**config.mk**
```make
export PLATFORM = sky130hd
export DESIGN_NAME = sdram_col_burst_gen
export DESIGN_NICKNAME = d
export VERILOG_FILES = /design/src/rtl/sdr_colgen_pkg.sv /design/src/rtl/sdcg_mode_reg.sv /design/src/rtl/sdcg_burst_ctl.sv /design/src/rtl/sdcg_addr_calc.sv /design/src/rtl/sdram_col_burst_gen.sv
export SDC_FILE = /design/constraint.sdc
export NUM_CORES = 1
export LEC_CHECK = 0
export BUFFER_PORTS_ARGS = -buffer_cell sky130_fd_sc_hd__buf_2
export CAP_MARGIN = 10
export CORE_ASPECT_RATIO = 0.5
export CORE_MARGIN = 5
export CORE_UTILIZATION = 59
export DETAILED_ROUTE_END_ITERATION = 12
export GPL_TIMING_DRIVEN = 0
export HOLD_SLACK_MARGIN = 0.08
export PLACE_DENSITY = 0.93
export REMOVE_ABC_BUFFERS = 1
export SYNTH_ARGS = -nofsm -noshare
export SYNTH_HDL_FRONTEND = slang
export SYNTH_SLANG_ARGS = --single-unit
```
**constraint.sdc**
```tcl
create_clock -name clk -period 4.4 [get_ports clk]
set_input_delay 0.22 -clock clk [delete_from_list [all_inputs] [get_ports clk]]
set_output_delay 0.22 -clock clk [all_outputs]
set_load 0.01 [all_outputs]
```
**src/rtl/sdr_colgen_pkg.sv**
```systemverilog
package sdr_colgen_pkg;

    localparam int MODE_W = 12;

    // Decoded burst-related fields of the mode word
    typedef struct packed {
        logic [1:0] len_log;    // log2 of fixed burst length
        logic       page;       // full-page burst
        logic       ilv;        // interleaved order
        logic       wr_single;  // writes forced to one beat
        logic       bl_bad;     // reserved length code
    } burst_mode_t;

    function automatic burst_mode_t decode_burst(input logic [MODE_W-1:0] w);
        burst_mode_t m;
        m           = '0;
        m.ilv       = w[3];
        m.wr_single = w[9];
        case (w[2:0])
            3'b000:  m.len_log = 2'd0;
            3'b001:  m.len_log = 2'd1;
            3'b010:  m.len_log = 2'd2;
            3'b011:  m.len_log = 2'd3;
            3'b111:  m.page    = 1'b1;
            default: m.bl_bad  = 1'b1;
        endcase
        return m;
    endfunction

    function automatic logic [1:0] decode_cas(input logic [2:0] code);
        case (code)
            3'b010:  return 2'd2;
            3'b011:  return 2'd3;
            default: return 2'd0;
        endcase
    endfunction

endpackage

```
**src/rtl/sdcg_mode_reg.sv**
```systemverilog
module sdcg_mode_reg
    import sdr_colgen_pkg::*;
#(
    parameter logic [MODE_W-1:0] RESET_WORD = 12'h020
) (
    input  logic              clk,
    input  logic              rst,
    input  logic              load,
    input  logic [MODE_W-1:0] word,
    output burst_mode_t       mode_o,
    output logic [1:0]        cas_o,
    output logic              err_o
);

    burst_mode_t mode_q;
    logic [1:0]  cas_q;
    logic        unused_bits;

    assign unused_bits = ^{word[11:10], word[8:7]};

    always_ff @(posedge clk) begin
        if (rst) begin
            mode_q <= decode_burst(RESET_WORD);
            cas_q  <= decode_cas(RESET_WORD[6:4]);
        end else if (load) begin
            mode_q <= decode_burst(word);
            cas_q  <= decode_cas(word[6:4]);
        end
    end

    assign mode_o = mode_q;
    assign cas_o  = cas_q;
    assign err_o  = mode_q.bl_bad | (cas_q == 2'd0);

endmodule

```
**src/rtl/sdcg_burst_ctl.sv**
```systemverilog
module sdcg_burst_ctl
    import sdr_colgen_pkg::*;
#(
    parameter int COL_W = 8
) (
    input  logic             clk,
    input  logic             rst,
    input  burst_mode_t      mode_i,
    input  logic             start,
    input  logic [COL_W-1:0] start_col,
    input  logic             start_write,
    input  logic             stop,
    output logic             active_o,
    output logic             first_o,
    output logic             last_o,
    output logic [COL_W-1:0] base_o,
    output logic [COL_W-1:0] cnt_o,
    output logic [COL_W-1:0] mask_o,
    output logic             ilv_o
);

    logic             active_q, first_q, page_q, ilv_q;
    logic [COL_W-1:0] cnt_q, base_q, mask_q;
    logic [COL_W-1:0] new_mask;
    logic             new_ilv, at_last, take_new;

    // Length mask for the burst about to be accepted
    always_comb begin
        if (start_write && mode_i.wr_single)
            new_mask = '0;
        else if (mode_i.page)
            new_mask = '1;
        else
            new_mask = COL_W'((32'd1 << mode_i.len_log) - 32'd1);
        new_ilv = mode_i.ilv && !mode_i.page;
    end

    assign at_last  = active_q && !page_q && (cnt_q == mask_q);
    assign take_new = start && (!active_q || at_last || stop);

    always_ff @(posedge clk) begin
        if (rst) begin
            active_q <= 1'b0;
            first_q  <= 1'b0;
            page_q   <= 1'b0;
            ilv_q    <= 1'b0;
            cnt_q    <= '0;
            base_q   <= '0;
            mask_q   <= '0;
        end else if (take_new) begin
            active_q <= 1'b1;
            first_q  <= 1'b1;
            page_q   <= mode_i.page && !(start_write && mode_i.wr_single);
            ilv_q    <= new_ilv;
            cnt_q    <= '0;
            base_q   <= start_col;
            mask_q   <= new_mask;
        end else if (active_q) begin
            first_q <= 1'b0;
            if (stop || at_last)
                active_q <= 1'b0;
            else
                cnt_q <= cnt_q + 1'b1;
        end
    end

    assign active_o = active_q;
    assign first_o  = first_q;
    assign last_o   = at_last;
    assign base_o   = base_q;
    assign cnt_o    = cnt_q;
    assign mask_o   = mask_q;
    assign ilv_o    = ilv_q;

endmodule

```
**src/rtl/sdcg_addr_calc.sv**
```systemverilog
module sdcg_addr_calc #(
    parameter int COL_W = 8
) (
    input  logic [COL_W-1:0] base,
    input  logic [COL_W-1:0] cnt,
    input  logic [COL_W-1:0] mask,
    input  logic             ilv,
    output logic [COL_W-1:0] addr
);

    logic [COL_W-1:0] seq_sum;

    assign seq_sum = base + cnt;

    // Bits under the mask move with the beat index, the rest keep the start column
    for (genvar i = 0; i < COL_W; i++) begin : g_bit
        always_comb begin
            if (!mask[i])
                addr[i] = base[i];
            else if (ilv)
                addr[i] = base[i] ^ cnt[i];
            else
                addr[i] = seq_sum[i];
        end
    end

endmodule

```
**src/rtl/sdram_col_burst_gen.sv**
```systemverilog
module sdram_col_burst_gen
    import sdr_colgen_pkg::*;
#(
    parameter int                COL_W      = 8,
    parameter logic [MODE_W-1:0] RESET_MODE = 12'h020
) (
    input  logic             clk,
    input  logic             rst,
    input  logic             mode_load,
    input  logic [11:0]      mode_word,
    input  logic             start,
    input  logic [COL_W-1:0] start_col,
    input  logic             start_write,
    input  logic             stop,
    output logic [COL_W-1:0] col_addr,
    output logic             col_valid,
    output logic             col_first,
    output logic             col_last,
    output logic [1:0]       cas_lat,
    output logic             mode_err
);

    burst_mode_t      mode;
    logic [COL_W-1:0] base, cnt, mask;
    logic             ilv;

    sdcg_mode_reg #(.RESET_WORD(RESET_MODE)) u_mode (
        .clk    (clk),
        .rst    (rst),
        .load   (mode_load),
        .word   (mode_word),
        .mode_o (mode),
        .cas_o  (cas_lat),
        .err_o  (mode_err)
    );

    sdcg_burst_ctl #(.COL_W(COL_W)) u_ctl (
        .clk         (clk),
        .rst         (rst),
        .mode_i      (mode),
        .start       (start),
        .start_col   (start_col),
        .start_write (start_write),
        .stop        (stop),
        .active_o    (col_valid),
        .first_o     (col_first),
        .last_o      (col_last),
        .base_o      (base),
        .cnt_o       (cnt),
        .mask_o      (mask),
        .ilv_o       (ilv)
    );

    sdcg_addr_calc #(.COL_W(COL_W)) u_calc (
        .base (base),
        .cnt  (cnt),
        .mask (mask),
        .ilv  (ilv),
        .addr (col_addr)
    );

endmodule

```
==> results of run 1 <==
## worst max-delay path: cells and delay by family, from the launching register on
kind	cells	cell delay [ps]
adders and majority gates	2	630
AOI/OAI and AO/OA	3	470
DFF	1	470
muxes	1	250
buffers and inverters	2	210
and+or+nand+nor	1	130
xor gates and xnor gates	1	130
## where the power goes
group	switching, mW	internal [mW]
clock	0.121	0.128
sequential	0.0115	0.329
combinational	0.0507	0.0395
total	0.183	0.496
## cell usage in the layout (no fill, tap or decap), drive strengths merged, types with 2 or more instances in the layout
cell type | synthesis | layout
dfxtp | 35 | 35
nand2b | 11 | 11
nand4 | 2 | 2
nand2 | 28 | 28
a32o | 2 | 2
nand3 | 5 | 5
and3 | 2 | 2
nand3b | 5 | 5
buf | 7 | 35
mux2 | 2 | 2
ha | 10 | 10
mux2i | 5 | 5
inv | 7 | 7
nor3 | 4 | 4
nor2b | 10 | 10
xnor2 | 14 | 14
o21ai | 12 | 12
clkbuf | 4 | 6
nor2 | 23 | 23
a21oi | 30 | 30
o211ai | 3 | 3
## sequential cells by signal (all words and copies together), names as in the netlist
| signal | flops |
|---|---|
| u_ctl.first_o | 1 |
| u_ctl.cnt_o | 8 |
| u_ctl.mask_o | 7 |
| u_ctl.base_o | 8 |
| u_ctl.ilv_o | 1 |
| u_mode.mode_o | 6 |
| u_mode.cas_o | 2 |
| u_ctl.page_q | 1 |
| u_ctl.active_o | 1 |
## cell type report
cell class	instances	area share
Clock buffer	6	0.03702
Clock inverter	2	0.007291
Inverter	7	0.01178
Multi-Input combinational cell	183	0.5289
Sequential cell	35	0.3141
Tap cell	40	0.02243
Timing Repair Buffer	35	0.07852
## layer usage
metal / track usage / vias up / routed length (um)
li1: - / 873 / -
met3: 0.05425 / 10 / 271
met2: 0.3253 / 56 / 1984
met1: 0.2218 / 810 / 1953
met5: 0 / - / 0
met4: 0.07143 / 0 / 66
## worst max-delay path by stage
stage                                     start           to  slack, ps  depth (start not counted)
CTS                 u_ctl.cnt_o[0]$_SDFFE_PP0P_  col_addr[6]       1620                         10
finish              u_ctl.cnt_o[0]$_SDFFE_PP0P_  col_addr[6]       1600                         10
global route        u_ctl.cnt_o[0]$_SDFFE_PP0P_  col_addr[6]       1420                         10
detailed placement  u_ctl.cnt_o[0]$_SDFFE_PP0P_  col_addr[6]       1940                         10
global placement    u_ctl.cnt_o[0]$_SDFFE_PP0P_  col_addr[6]       1940                         10
floorplan           u_ctl.cnt_o[0]$_SDFFE_PP0P_  col_addr[6]       2250                          9
## stage by stage
stage	std cells	hold WS, ps	total power, mW	instance area (um^2)
final	308	159.8	0.6791	2231
after global routing	308	157.8	0.7141	2231
after CTS	308	156.8	0.6823	2231
after detailed placement	300	466.3	0.4371	2132
after global placement	300	452.4	0.4332	2132
after floorplan	225	282.4	0.3998	1907
## cells by family after synthesis
kind of cell | Yosys count | share of synthesized area
compound gates | 55 | 0.1677
xor+xnor | 15 | 0.06571
fa+ha+maj | 11 | 0.07259
buf+inv | 18 | 0.05944
flops | 35 | 0.3504
mux | 7 | 0.03630
simple gates | 95 | 0.2478
==> impl_metrics.tcl, run 1 <==
set metrics [dict create \
    seqCellArea_um2 700.7 \
    cts_tree "built" \
    grt-ovfl-total 0 \
    ys_types 48 \
    drt-initial-drc-count 112 \
    synth_cells 236 \
    outcome "finished clean" \
    synthFlopType "dfxtp_1" \
    hold_start "start_col[5]" \
    avgSynthCellArea_um2 8.472 \
    cp.arrival_ps 2580 \
    maxSlewHeadroom 0.6189 \
    gp_congestion 0.9147 \
    synth-edff-count 0 \
    grt_max_degree 33 \
    finalMaxSlewViolations 0 \
    synth_area_leaders "dfxtp_1 (35%), a21oi_1 (7.0%), ha_1 (6.3%)" \
    ys_ff_latch 35 \
    pre_cts_slack_ps 1942 \
    antenna_found_initial 0 \
    initial_utilization 0.6413 \
    port_buffers 35 \
    grtUsageTotal 0.1867 \
    insertion_delay_ps 290 \
    die-width_um 92.33 \
    wirelength_um 4276 \
    reg2reg_to "u_ctl.page_q$_SDFFE_PP0P_" \
    holdPathEnd "u_ctl.base_o[5]$_SDFFE_PP0P_" \
    period_share 0.6360 \
    critPathMaxFanout 6 \
    worst_pin_slew_ps 571.6 \
    synth_top_area_cell "dfxtp_1" \
    min_period_ps 2798 \
    yosysWarnings 0 \
    r2r_slack_ps 2290 \
    clockBufferDepth 2 \
    path_cells "ha_1 -> inv_1 -> fa_1 -> nor2b_1 -> o21ai_0 -> a21oi_1 -> a31oi_1 -> xnor2_1 -> mux2_2 -> buf_2" \
    rsz0062_at_grt "no" \
    async_flop_share 0 \
    rows 14 \
    multi_input_area_um2 1180 \
    yosysMostFrequentCell "dfxtp_1" \
    grt_first_pass_wirelength_um 7038 \
    vias_per_cell 5.679 \
    cp_data_required_time_ps 4180 \
    cts-root-buf "clkbuf_8" \
    finalNetCount 304 \
    worstSetupPathType "register to primary output" \
    ctsResizeCount 0 \
    setup.worst_path.end_class "primary output" \
    post-route-drc-count 0 \
    tns_ps 0 \
    num-fill-cells 232 \
    cts_hold_buf 0 \
    path_clk_slew_ps 70 \
    netlist_top_cells_count "dfxtp_1 (35), a21oi_1 (28), nand2_1 (28)" \
    reg2reg_from "u_ctl.cnt_o[2]$_SDFFE_PP0P_" \
    hold_path.class "primary input to register" \
    ir_drop_mv 0.1633 \
    die-area_um2 4724 \
    cp_slowest_cell "dfxtp_1" \
    hold_depth 3 \
    cts_buffers 5 \
    die_h_um 51.17 \
    skew_ps 6.005 \
    synth-seq-area-share 0.3504 \
    coreArea_um2 3118 \
    synth_top_area_frac 0.3504 \
    n_antenna_cell 0 \
    reg2regPathDepth 6 \
    leakagePower_nw 0.9137 \
    vias 1749 \
    ant_nets 0 \
    postCtsSetupRepairBufs 0 \
    crit_path_start_kind "register" \
    maxCapViolCount 0 \
    setup_violations 0 \
    postLayoutCoreUtil 0.7155 \
    hold_viol_final 0 \
    finalWorstSetupSlack_ps 1602 \
    drive_above_1_share 0.2127 \
    grt_pass1_vias 1627 \
    fmax_mhz 357.4 \
    htree_levels 2 \
    syn2layout_area_growth_pct 11.58 \
    wl_per_cell_um 13.88 \
    drtPass1Iterations 5 \
    critPathMaxStageDelay_ps 470 \
    cts.sinks 35 \
    powerDensity_nw_per_um2 304.4 \
    io_pins 40 \
    hpwl_um 3127 \
    synthesis.area_um2 1999 \
]
Power figures use the tool's default switching activity.
==> run 2, diff against run 1 <==
CORE_UTILIZATION = 55   (was 59)
PLACE_DENSITY = 0.88   (was 0.93)
clock period = 2.75 ns   (was 4.4 ns; I/O delays follow)
==> run 2 against run 1 <==
Clock skew grew 1.1 ps. Design area grew 4.3%. Final cell count grew 5.5%. Non-clock buffer count up 7. Wire length up 11%. Flip-flop and latch count stayed put. Combinational power up 72%. Clock power is 82% higher. Global-route usage is 1.3 points higher. Sequential power rose by 60%. Hold slack lost 83 ps. Critical endpoint unchanged.
==> impl_metrics.tcl, run 2 (same netlist as run 1, synthesis figures left out) <==
set metrics [dict create \
    antenna_found_initial 0 \
    period_share 0.9831 \
    grt_first_pass_wirelength_um 7500 \
    drt-initial-drc-count 115 \
    clockBufferDepth 2 \
    cts_buffers 5 \
    min_period_ps 2703 \
    p_int_uw 861.6 \
    maxSlewHeadroom 0.6013 \
    p_sw_frac 0.2530 \
    syn2layout_area_growth_pct 16.33 \
    io_pins 40 \
    wl_per_cell_um 14.59 \
    initial_utilization 0.5759 \
    hpwl_um 3215 \
    grt_pass1_vias 1685 \
    wirelength_um 4742 \
    mostFrequentLayoutCell "buf_2" \
    p_seq_frac 0.473 \
    pre_cts_slack_ps 304.4 \
    ir_drop_mv 0.1856 \
    worst_pin_slew_ps 593.5 \
    setup_violations 0 \
    drive_above_1_share 0.2080 \
    clockPowerShare 0.392 \
    tns_ps 0 \
    gp_congestion 0.8434 \
    hold_path.class "primary input to register" \
    rsz0062_at_grt "no" \
    powerDensity_nw_per_um2 495.9 \
    htree_levels 2 \
    ant_nets 0 \
    setup.worst_path.end_class "primary output" \
    port_buffers 35 \
    grt-ovfl-total 0 \
    r2r_slack_ps 560 \
    die_h_um 52.64 \
    leakagePower_nw 0.9471 \
    critPathMaxFanout 6 \
    fmax_mhz 369.9 \
    crit_path_start_kind "register" \
    n_antenna_cell 0 \
    post-route-drc-count 0 \
    hold_viol_final 0 \
    rows 15 \
    grt_max_degree 33 \
    cp_data_required_time_ps 2610 \
    finalMaxSlewViolations 0 \
    postCtsSetupRepairBufs 0 \
    maxCapViolCount 0 \
    die-area_um2 5014 \
    p_sw_uw 291.8 \
    path_clk_slew_ps 70 \
    worstSetupPathType "register to primary output" \
    finalWorstSetupSlack_ps 46.61 \
    cts.sinks 35 \
    power_frac_comb 0.135 \
    outcome "finished clean" \
    grtUsageTotal 0.1996 \
    mostFrequentLayoutCells "buf_2 (35), dfxtp_1 (34), nand2_1 (28), a21oi_1 (28), nor2_1 (23)" \
    cp.arrival_ps 2570 \
    cts_tree "built" \
    drtPass1Iterations 4 \
    insertion_delay_ps 300 \
    finalNetCount 311 \
    coreArea_um2 3472 \
    vias 1808 \
    postLayoutCoreUtil 0.6699 \
    skew_ps 7.075 \
    vias_per_cell 5.563 \
    cts-root-buf "clkbuf_8" \
    die-width_um 95.27 \
]
[run 2: cell types whose count changed in the layout (fill, tap and decap cells not counted), sizes merged]
cell         before  now
clkinvlp          1    0
bufinv            0    1
clkinv            1    0
dlygate4sd3       0    7
[run 2: power by group through the flow]
stage | clock network, mW | logic [mW] | registers, mW
3_3_place_gp | 0 | 0.139 | 0.555
3_5_place_dp | 0 | 0.144 | 0.556
6_report | 0.453 | 0.155 | 0.545
4_1_cts | 0.457 | 0.152 | 0.544
5_1_grt | 0.488 | 0.172 | 0.547
2_1_floorplan | 0 | 0.0869 | 0.553
[run 2: metrics by stage]
| step | cell area (um^2) | hold slack (ps) | std cells | power [mW] |
|---|---|---|---|---|
| 6_report | 2326 | 77.14 | 325 | 1.153 |
| 3_3_place_gp | 2146 | 376.3 | 311 | 0.6933 |
| 2_1_floorplan | 1907 | 199.9 | 225 | 0.6397 |
| 4_1_cts | 2310 | 81.08 | 324 | 1.154 |
| 3_5_place_dp | 2146 | 383.6 | 311 | 0.7004 |
| 5_1_grt | 2326 | 91.94 | 325 | 1.207 |
[run 2: final cells by class]
class                           instances  area [um^2]
Clock buffer                            6        72.57
Tap cell                               51        63.81
Multi-Input combinational cell        183         1186
Fill cell                             256         1146
Clock inverter                          1        30.03
Inverter                                7        26.28
Timing Repair Buffer                   42        245.2
Sequential cell                        35        701.9
[run 2: path summary, 6_finish.rpt]
| path | from | to | cells past startpoint |
|---|---|---|---|
| max | u_ctl.cnt_o[0]$_SDFFE_PP0P_ | col_addr[6] | 10 |
| min | mode_word[3] | u_mode.mode_o[2]$_SDFFE_PP0P_ | 3 |
| max reg2reg | u_ctl.cnt_o[2]$_SDFFE_PP0P_ | u_ctl.mask_o[5]$_SDFFE_PP0P_ | 6 |
| min reg2reg | u_ctl.base_o[7]$_SDFFE_PP0P_ | u_ctl.base_o[7]$_SDFFE_PP0P_ | 2 |
[run 2: per-layer routing]
metal	vias up	global-route usage	routed length, um
li1	882	-	-
met1	835	0.2312	2041
met2	72	0.3314	2207
met3	19	0.07030	344
met4	0	0.09569	148
met5	-	0	0
[run 2: critical path, cell delays in order (launching register included)]
cell	delay [ps]
dfxtp_2	420
ha_1	220
inv_1	60
fa_1	380
nor2b_1	120
o21ai_0	80
a21oi_1	260
a31oi_1	140
xnor2_1	150
mux2_2	280
buf_2	140
[run 2: what timing repair did]
item	CTS	global route
hold buffers	6	1
resized for setup	1	1
endpoints found under the setup margin	1	1
endpoints found under the hold margin	6	1
gates cloned	0	0
